`config.mk`:
```
export PLATFORM = sky130hd
export DESIGN_NAME = quad_dac_link
export DESIGN_NICKNAME = d
export VERILOG_FILES = /design/src/rtl/quad_dac_link_pkg.sv /design/src/rtl/qdl_ctrl.sv /design/src/rtl/qdl_datapath.sv /design/src/rtl/quad_dac_link.sv
export SDC_FILE = /design/constraint.sdc
export NUM_CORES = 1
export LEC_CHECK = 0
export ABC_AREA = 1
export CORE_UTILIZATION = 36
export CTS_CLUSTER_SIZE = 20
export DETAILED_ROUTE_END_ITERATION = 8
export DONT_BUFFER_PORTS = 1
export GPL_TIMING_DRIVEN = 0
export PLACE_DENSITY = 0.64
export SLEW_MARGIN = 5
export SYNTH_ARGS = -nofsm -noshare
export SYNTH_HDL_FRONTEND = slang
export SYNTH_HIERARCHICAL = 1
export SYNTH_SLANG_ARGS = --single-unit
```
`constraint.sdc`:
```
create_clock -name clk -period 1.7 [get_ports clk]
set_clock_uncertainty 0.15 [all_clocks]
set_input_delay 0.085 -clock clk [delete_from_list [all_inputs] [get_ports clk]]
set_output_delay 0.085 -clock clk [all_outputs]
set_load 0.02 [all_outputs]
```
`src/rtl/quad_dac_link_pkg.sv`:
```
package quad_dac_link_pkg;
  localparam int CH_COUNT = 4;
  localparam int CODE_W   = 8;
  localparam int ADDR_W   = $clog2(CH_COUNT);
  localparam int CTL_W    = 2;
  localparam int FRAME_W  = ADDR_W + CTL_W + CODE_W;

  typedef enum logic [CTL_W-1:0] {
    CTL_NOP      = 2'b00,
    CTL_LOAD     = 2'b01,
    CTL_LOAD_UPD = 2'b10,
    CTL_UPD      = 2'b11
  } ctl_e;

  typedef struct packed {
    logic shift;
    logic outUpd;
    logic commit;
  } strobe_t;
endpackage

```
`src/rtl/qdl_ctrl.sv`:
```
module qdl_ctrl
  import quad_dac_link_pkg::*;
#(
  parameter int SYNC_STAGES = 2
) (
  input  logic    clk,
  input  logic    rstN,
  input  logic    sclk,
  input  logic    din,
  input  logic    csN,
  output logic    dinSync,
  output strobe_t strb
);
  localparam int TOP = SYNC_STAGES - 1;

  logic [TOP:0] sclkPipe;
  logic [TOP:0] dinPipe;
  logic [TOP:0] csPipe;
  logic         sclkPrev;
  logic         csPrev;
  logic         sclkNow;
  logic         csNow;

  // Synchronisers; select resets to its idle (high) level
  always_ff @(posedge clk or negedge rstN) begin
    if (!rstN) begin
      sclkPipe <= '0;
      dinPipe  <= '0;
      csPipe   <= '1;
      sclkPrev <= 1'b0;
      csPrev   <= 1'b1;
    end else begin
      sclkPipe <= {sclkPipe[TOP-1:0], sclk};
      dinPipe  <= {dinPipe[TOP-1:0], din};
      csPipe   <= {csPipe[TOP-1:0], csN};
      sclkPrev <= sclkPipe[TOP];
      csPrev   <= csPipe[TOP];
    end
  end

  assign sclkNow = sclkPipe[TOP];
  assign csNow   = csPipe[TOP];
  assign dinSync = dinPipe[TOP];

  always_comb begin
    strb.shift  = !csNow && sclkNow && !sclkPrev;
    strb.outUpd = !csNow && !sclkNow && sclkPrev;
    strb.commit = csNow && !csPrev;
  end

  // a commit never coincides with shifting or output update
  a_r7_strobe_excl: assert property (@(posedge clk) disable iff (!rstN)
    $onehot0(strb));

  // with select held high no strobe of the serial side fires
  a_r10_idle_quiet: assert property (@(posedge clk) disable iff (!rstN)
    (csNow && csPrev) |-> (!strb.shift && !strb.outUpd));
endmodule

```
`src/rtl/qdl_datapath.sv`:
```
module qdl_datapath
  import quad_dac_link_pkg::*;
(
  input  logic                       clk,
  input  logic                       rstN,
  input  logic                       dinSync,
  input  strobe_t                    strb,
  output logic                       dout,
  output logic [CH_COUNT*CODE_W-1:0] dacFlat
);
  logic [FRAME_W-1:0]         shiftReg;
  logic [ADDR_W-1:0]          addrField;
  ctl_e                       ctlField;
  logic [CODE_W-1:0]          dataField;
  logic                       doLoad;
  logic                       doUpd;
  logic [CODE_W-1:0]          inReg  [CH_COUNT];
  logic [CODE_W-1:0]          dacReg [CH_COUNT];
  logic [CH_COUNT*CODE_W-1:0] inFlat;

  always_ff @(posedge clk or negedge rstN) begin
    if (!rstN)           shiftReg <= '0;
    else if (strb.shift) shiftReg <= {shiftReg[FRAME_W-2:0], dinSync};
  end

  // Data out follows the register head after each falling edge
  always_ff @(posedge clk or negedge rstN) begin
    if (!rstN)            dout <= 1'b0;
    else if (strb.outUpd) dout <= shiftReg[FRAME_W-1];
  end

  assign addrField = shiftReg[FRAME_W-1 -: ADDR_W];
  assign ctlField  = ctl_e'(shiftReg[CODE_W +: CTL_W]);
  assign dataField = shiftReg[CODE_W-1:0];
  assign doLoad    = strb.commit && (ctlField == CTL_LOAD || ctlField == CTL_LOAD_UPD);
  assign doUpd     = strb.commit && (ctlField == CTL_LOAD_UPD || ctlField == CTL_UPD);

  for (genvar ch = 0; ch < CH_COUNT; ch++) begin : g_chan
    logic              hit;
    logic [CODE_W-1:0] nextIn;

    assign hit    = doLoad && (addrField == ADDR_W'(ch));
    assign nextIn = hit ? dataField : inReg[ch];

    always_ff @(posedge clk or negedge rstN) begin
      if (!rstN) begin
        inReg[ch]  <= '0;
        dacReg[ch] <= '0;
      end else begin
        inReg[ch] <= nextIn;
        if (doUpd) dacReg[ch] <= nextIn;
      end
    end

    assign inFlat[ch*CODE_W +: CODE_W]  = inReg[ch];
    assign dacFlat[ch*CODE_W +: CODE_W] = dacReg[ch];
  end

  // register moves only on a shift strobe
  a_r10_shift_hold: assert property (@(posedge clk) disable iff (!rstN)
    !strb.shift |=> $stable(shiftReg));

  // data out moves only after a falling edge
  a_r8_dout_hold: assert property (@(posedge clk) disable iff (!rstN)
    !strb.outUpd |=> $stable(dout));

  // outputs move only on commit
  a_r7_dac_hold: assert property (@(posedge clk) disable iff (!rstN)
    !strb.commit |=> $stable(dacFlat));

  // no-operation touches nothing
  a_r6_nop_still: assert property (@(posedge clk) disable iff (!rstN)
    (strb.commit && ctlField == CTL_NOP) |=> ($stable(inFlat) && $stable(dacFlat)));

  // staging-only write leaves outputs alone
  a_r3_load_only: assert property (@(posedge clk) disable iff (!rstN)
    (strb.commit && ctlField == CTL_LOAD) |=> $stable(dacFlat));

  // write-and-copy leaves outputs equal to staging
  a_r4_load_copy: assert property (@(posedge clk) disable iff (!rstN)
    (strb.commit && ctlField == CTL_LOAD_UPD) |=> (dacFlat == inFlat));

  // copy-all takes the previous staging contents unchanged
  a_r5_copy_all: assert property (@(posedge clk) disable iff (!rstN)
    (strb.commit && ctlField == CTL_UPD) |=> (dacFlat == $past(inFlat) && $stable(inFlat)));
endmodule

```
`src/rtl/quad_dac_link.sv`:
```
module quad_dac_link
  import quad_dac_link_pkg::*;
#(
  parameter int SYNC_STAGES = 2
) (
  input  logic                       clk,
  input  logic                       rstN,
  input  logic                       sclk,
  input  logic                       din,
  input  logic                       csN,
  output logic                       dout,
  output logic [CH_COUNT*CODE_W-1:0] dacCodes
);
  logic    dinSync;
  strobe_t strb;

  qdl_ctrl #(.SYNC_STAGES(SYNC_STAGES)) u_ctrl (
    .clk     (clk),
    .rstN    (rstN),
    .sclk    (sclk),
    .din     (din),
    .csN     (csN),
    .dinSync (dinSync),
    .strb    (strb)
  );

  qdl_datapath u_dp (
    .clk     (clk),
    .rstN    (rstN),
    .dinSync (dinSync),
    .strb    (strb),
    .dout    (dout),
    .dacFlat (dacCodes)
  );

  initial begin
    a_r2_sync_depth: assert (SYNC_STAGES >= 2);
  end
endmodule

```
==> metrics.yaml <==
outcome:
  outcome: "finished, violations left"
  violations: "negative hold slack, negative setup slack"
routing:
  via_count: 2559
  drt_iter0_markers: 82
  first_pass_iters: 4
  antenna_left: 0
  via_per_inst: 4.78
  wl_mm: 7.97
  drc_errors: 0
  wl_per_cell_um: 14.9
synth:
  synth_cell_type_count: 18
  syn-cell-area_um2: 3530
  synth_cells: 379
  yosysSeqAreaShare_pct: 60.3
  syn_area_per_cell_um2: 9.33
  yosysWarnings: 6
  ys_ff_latch: 85
  synth_nets: 386
setup_path:
  path_buf_inv: 3
  startpoint: "u_ctrl/csPipe[1]$_DFF_PN1_"
  crit_type: "reg2reg"
  crit_required_ps: 1800
  cp-start-kind: "flop"
  end_kind: "flop"
  cp_slowest_cell: "dfstp_2"
  rrSetupSlack_ps: -50
  critPathTopFamily: "simple AND/OR/NAND/NOR gates"
  max_stage_delay_ps: 560
  crit-reg2reg-launch: "u_ctrl/csPipe[1]$_DFF_PN1_"
  critical_path.cell_chain: "inv_2 -> nor2_4 -> inv_4 -> nor2_4 -> buf_6 -> nand3_2 -> and2_4"
  cp.arrival_ps: 1850
  cp_max_fo: 5
  crit_top_cell: "nor2_4"
pwr:
  p_leak_nw: 2.11
  netSwitchingFraction_pct: 37.9
  powerDensity_nw_per_um2: 1600
  p_switching_mw: 2.62
  pwr-share-clk_pct: 19.7
  p_seq_share_pct: 53.5
  vdd_drop_max_v: 0.000740
  p_int_mw: 4.28
  power_frac_comb_pct: 26.9
die:
  coreArea_um2: 9370
  initial_core_util_pct: 37.7
  die_area_um2: 10200
  ios: 38
  die_w_um: 101
  rows: 35
  dieHeight_um: 101
clock_tree:
  cts_buffers: 9
  clock_latency_ps: 360
  clkSlewWorstSetupHoldPaths_ps: 80
  cts-root-buf: "clkbuf_8"
  cts_buffer_depth: 2
  cts_tree: "done"
  cts.sinks: 85
  ctsHoldBuffers: 3
  htreeDepth: 3
placed_design:
  dpl.hpwl_mm: 4.71
  numPortBuffers: 0
  gp_congestion: 0.802
job:
  drv_cap: 0
global_routing:
  grtUsageTotal_pct: 16.0
  antenna_found_initial: 0
  grt_pass1_wl_mm: 12.4
  grt_overflow: 0
  grt_pass1_vias: 2593
  grt_max_degree: 86
timing:
  finalCriticalPeriod_ps: 1750
  hold_violations: 85
  setup_violations: 26
  fmax_ghz: 0.571
  hold_slack_ps: -738
  finalCritPeriodShare_pct: 103
  slew_headroom_pct: 70.7
  final_max_slew_viol_count: 0
  setup_slack_ps: -52.1
  rsz0062_at_grt: "true"
  finalSetupTns_ps: -698
  tightest_slew_ps: 440
layout:
  drive_above_1_share_pct: 25.9
  syn_to_final_growth_pct: 21.7
  final_cell_mix: "95 x nand2_1, 82 x dfrtp_1, 43 x inv_1, 35 x nand3_1, 28 x nand3_2"
  final_net_count: 409
  diodes: 0
  layout_commonest_cell: "nand2_1"
hold_path:
  hold_path.class: "in2async"
[area by class of cell]
type,instances,area (µm²)
well taps,129,161
plain buffers,11,82.6
multi-input cells,236,1450
flip-flops and latches,85,2130
fillers,928,5070
clock buffers,10,128
inverters,48,183
clock inverters,5,52.6
repair buffers,11,115
[metrics by stage]
step	cell area, µm²	util, %	setup WS, ps	total power [mW]	cells
floorplan	3530	-	34.2	4.79	379
global placement	3700	39.4	-292	5.11	508
detailed placement	3700	39.4	-304	5.18	508
CTS	3970	42.3	-13.3	6.60	528
global route	4300	45.9	-97.5	7.39	535
finish	4300	45.9	-52.1	6.90	535
[per-layer routing]
| metal | wire length [µm] | global-route usage (%) | vias to the layer above |
|---|---|---|---|
| li1 | - | - | 1214 |
| met1 | 3460 | 21.7 | 1282 |
| met2 | 4040 | 25.4 | 52 |
| met3 | 375 | 4.79 | 11 |
| met4 | 95 | 3.68 | 0 |
| met5 | 0 | 0 | - |
[cells by family after synthesis]
logic type | after synthesis | share of synthesized area (%)
AO/OA/AOI/OAI | 14 | 1.98
adder cells (fa/ha/maj) | 2 | 0.708
buffers and inverters | 59 | 6.44
flip-flops | 85 | 60.3
AND/OR/NAND/NOR | 219 | 30.6
[worst paths after layout]
kind / end / cells after the start
max reg2reg: u_dp/inFlat[8]$_DFF_PN0_ / 7
max: u_dp/inFlat[8]$_DFF_PN0_ / 7
min reg2reg: u_ctrl/dinPipe[1]$_DFF_PN0_ / 0
min in group clk: u_ctrl/csPipe[0]$_DFF_PN1_ / 1
max in group asynchronous: u_ctrl/csPrev$_DFF_PN1_ / 0
min: u_dp/dacFlat[9]$_DFFE_PN0P_ / 0
[cells in the mapped netlist]
master	number	area, µm²
a21oi_1	2	10.0
and2_1	32	200
buf_2	5	25.0
clkbuf_1	6	22.5
dfrtp_1	82	2050
dfstp_2	3	78.8
ha_1	2	25.0
inv_1	43	161
inv_2	5	18.8
nand2_1	102	383
nand2_2	9	56.3
nand2_4	3	33.8
nand3_1	64	320
nor2_1	4	15.0
nor2_2	2	12.5
nor2_8	3	60.1
o21ai_0	11	55.1
o21ai_1	1	5.00
[flip-flops by register name, indices dropped and copies added (netlist names)]
signal           cells
u_dp/dacFlat        32
u_dp/inFlat         32
u_dp/shiftReg       12
u_ctrl/csPipe        2
u_ctrl/dinPipe       2
u_ctrl/sclkPipe      2
u_ctrl/csPrev        1
u_ctrl/sclkPrev      1
u_dp/dout            1
[power by group through the flow]
| stage | clock network, mW | logic (mW) | registers [mW] |
|---|---|---|---|
| floorplan | 0 | 1.18 | 3.61 |
| global placement | 0 | 1.39 | 3.72 |
| detailed placement | 0 | 1.44 | 3.74 |
| CTS | 1.40 | 1.50 | 3.70 |
| global route | 1.49 | 2.11 | 3.79 |
| finish | 1.36 | 1.85 | 3.69 |
[timing repair]
action | CTS | global route
cloned | 0 | 3
setup endpoints to repair | 62 | 64
endpoints found under the hold margin | 88 | 85
pin swaps | 1 | 31
resized for setup | 15 | 61
buffers inserted | 2 | 4
Note: power is estimated with default switching activity, not from simulation.
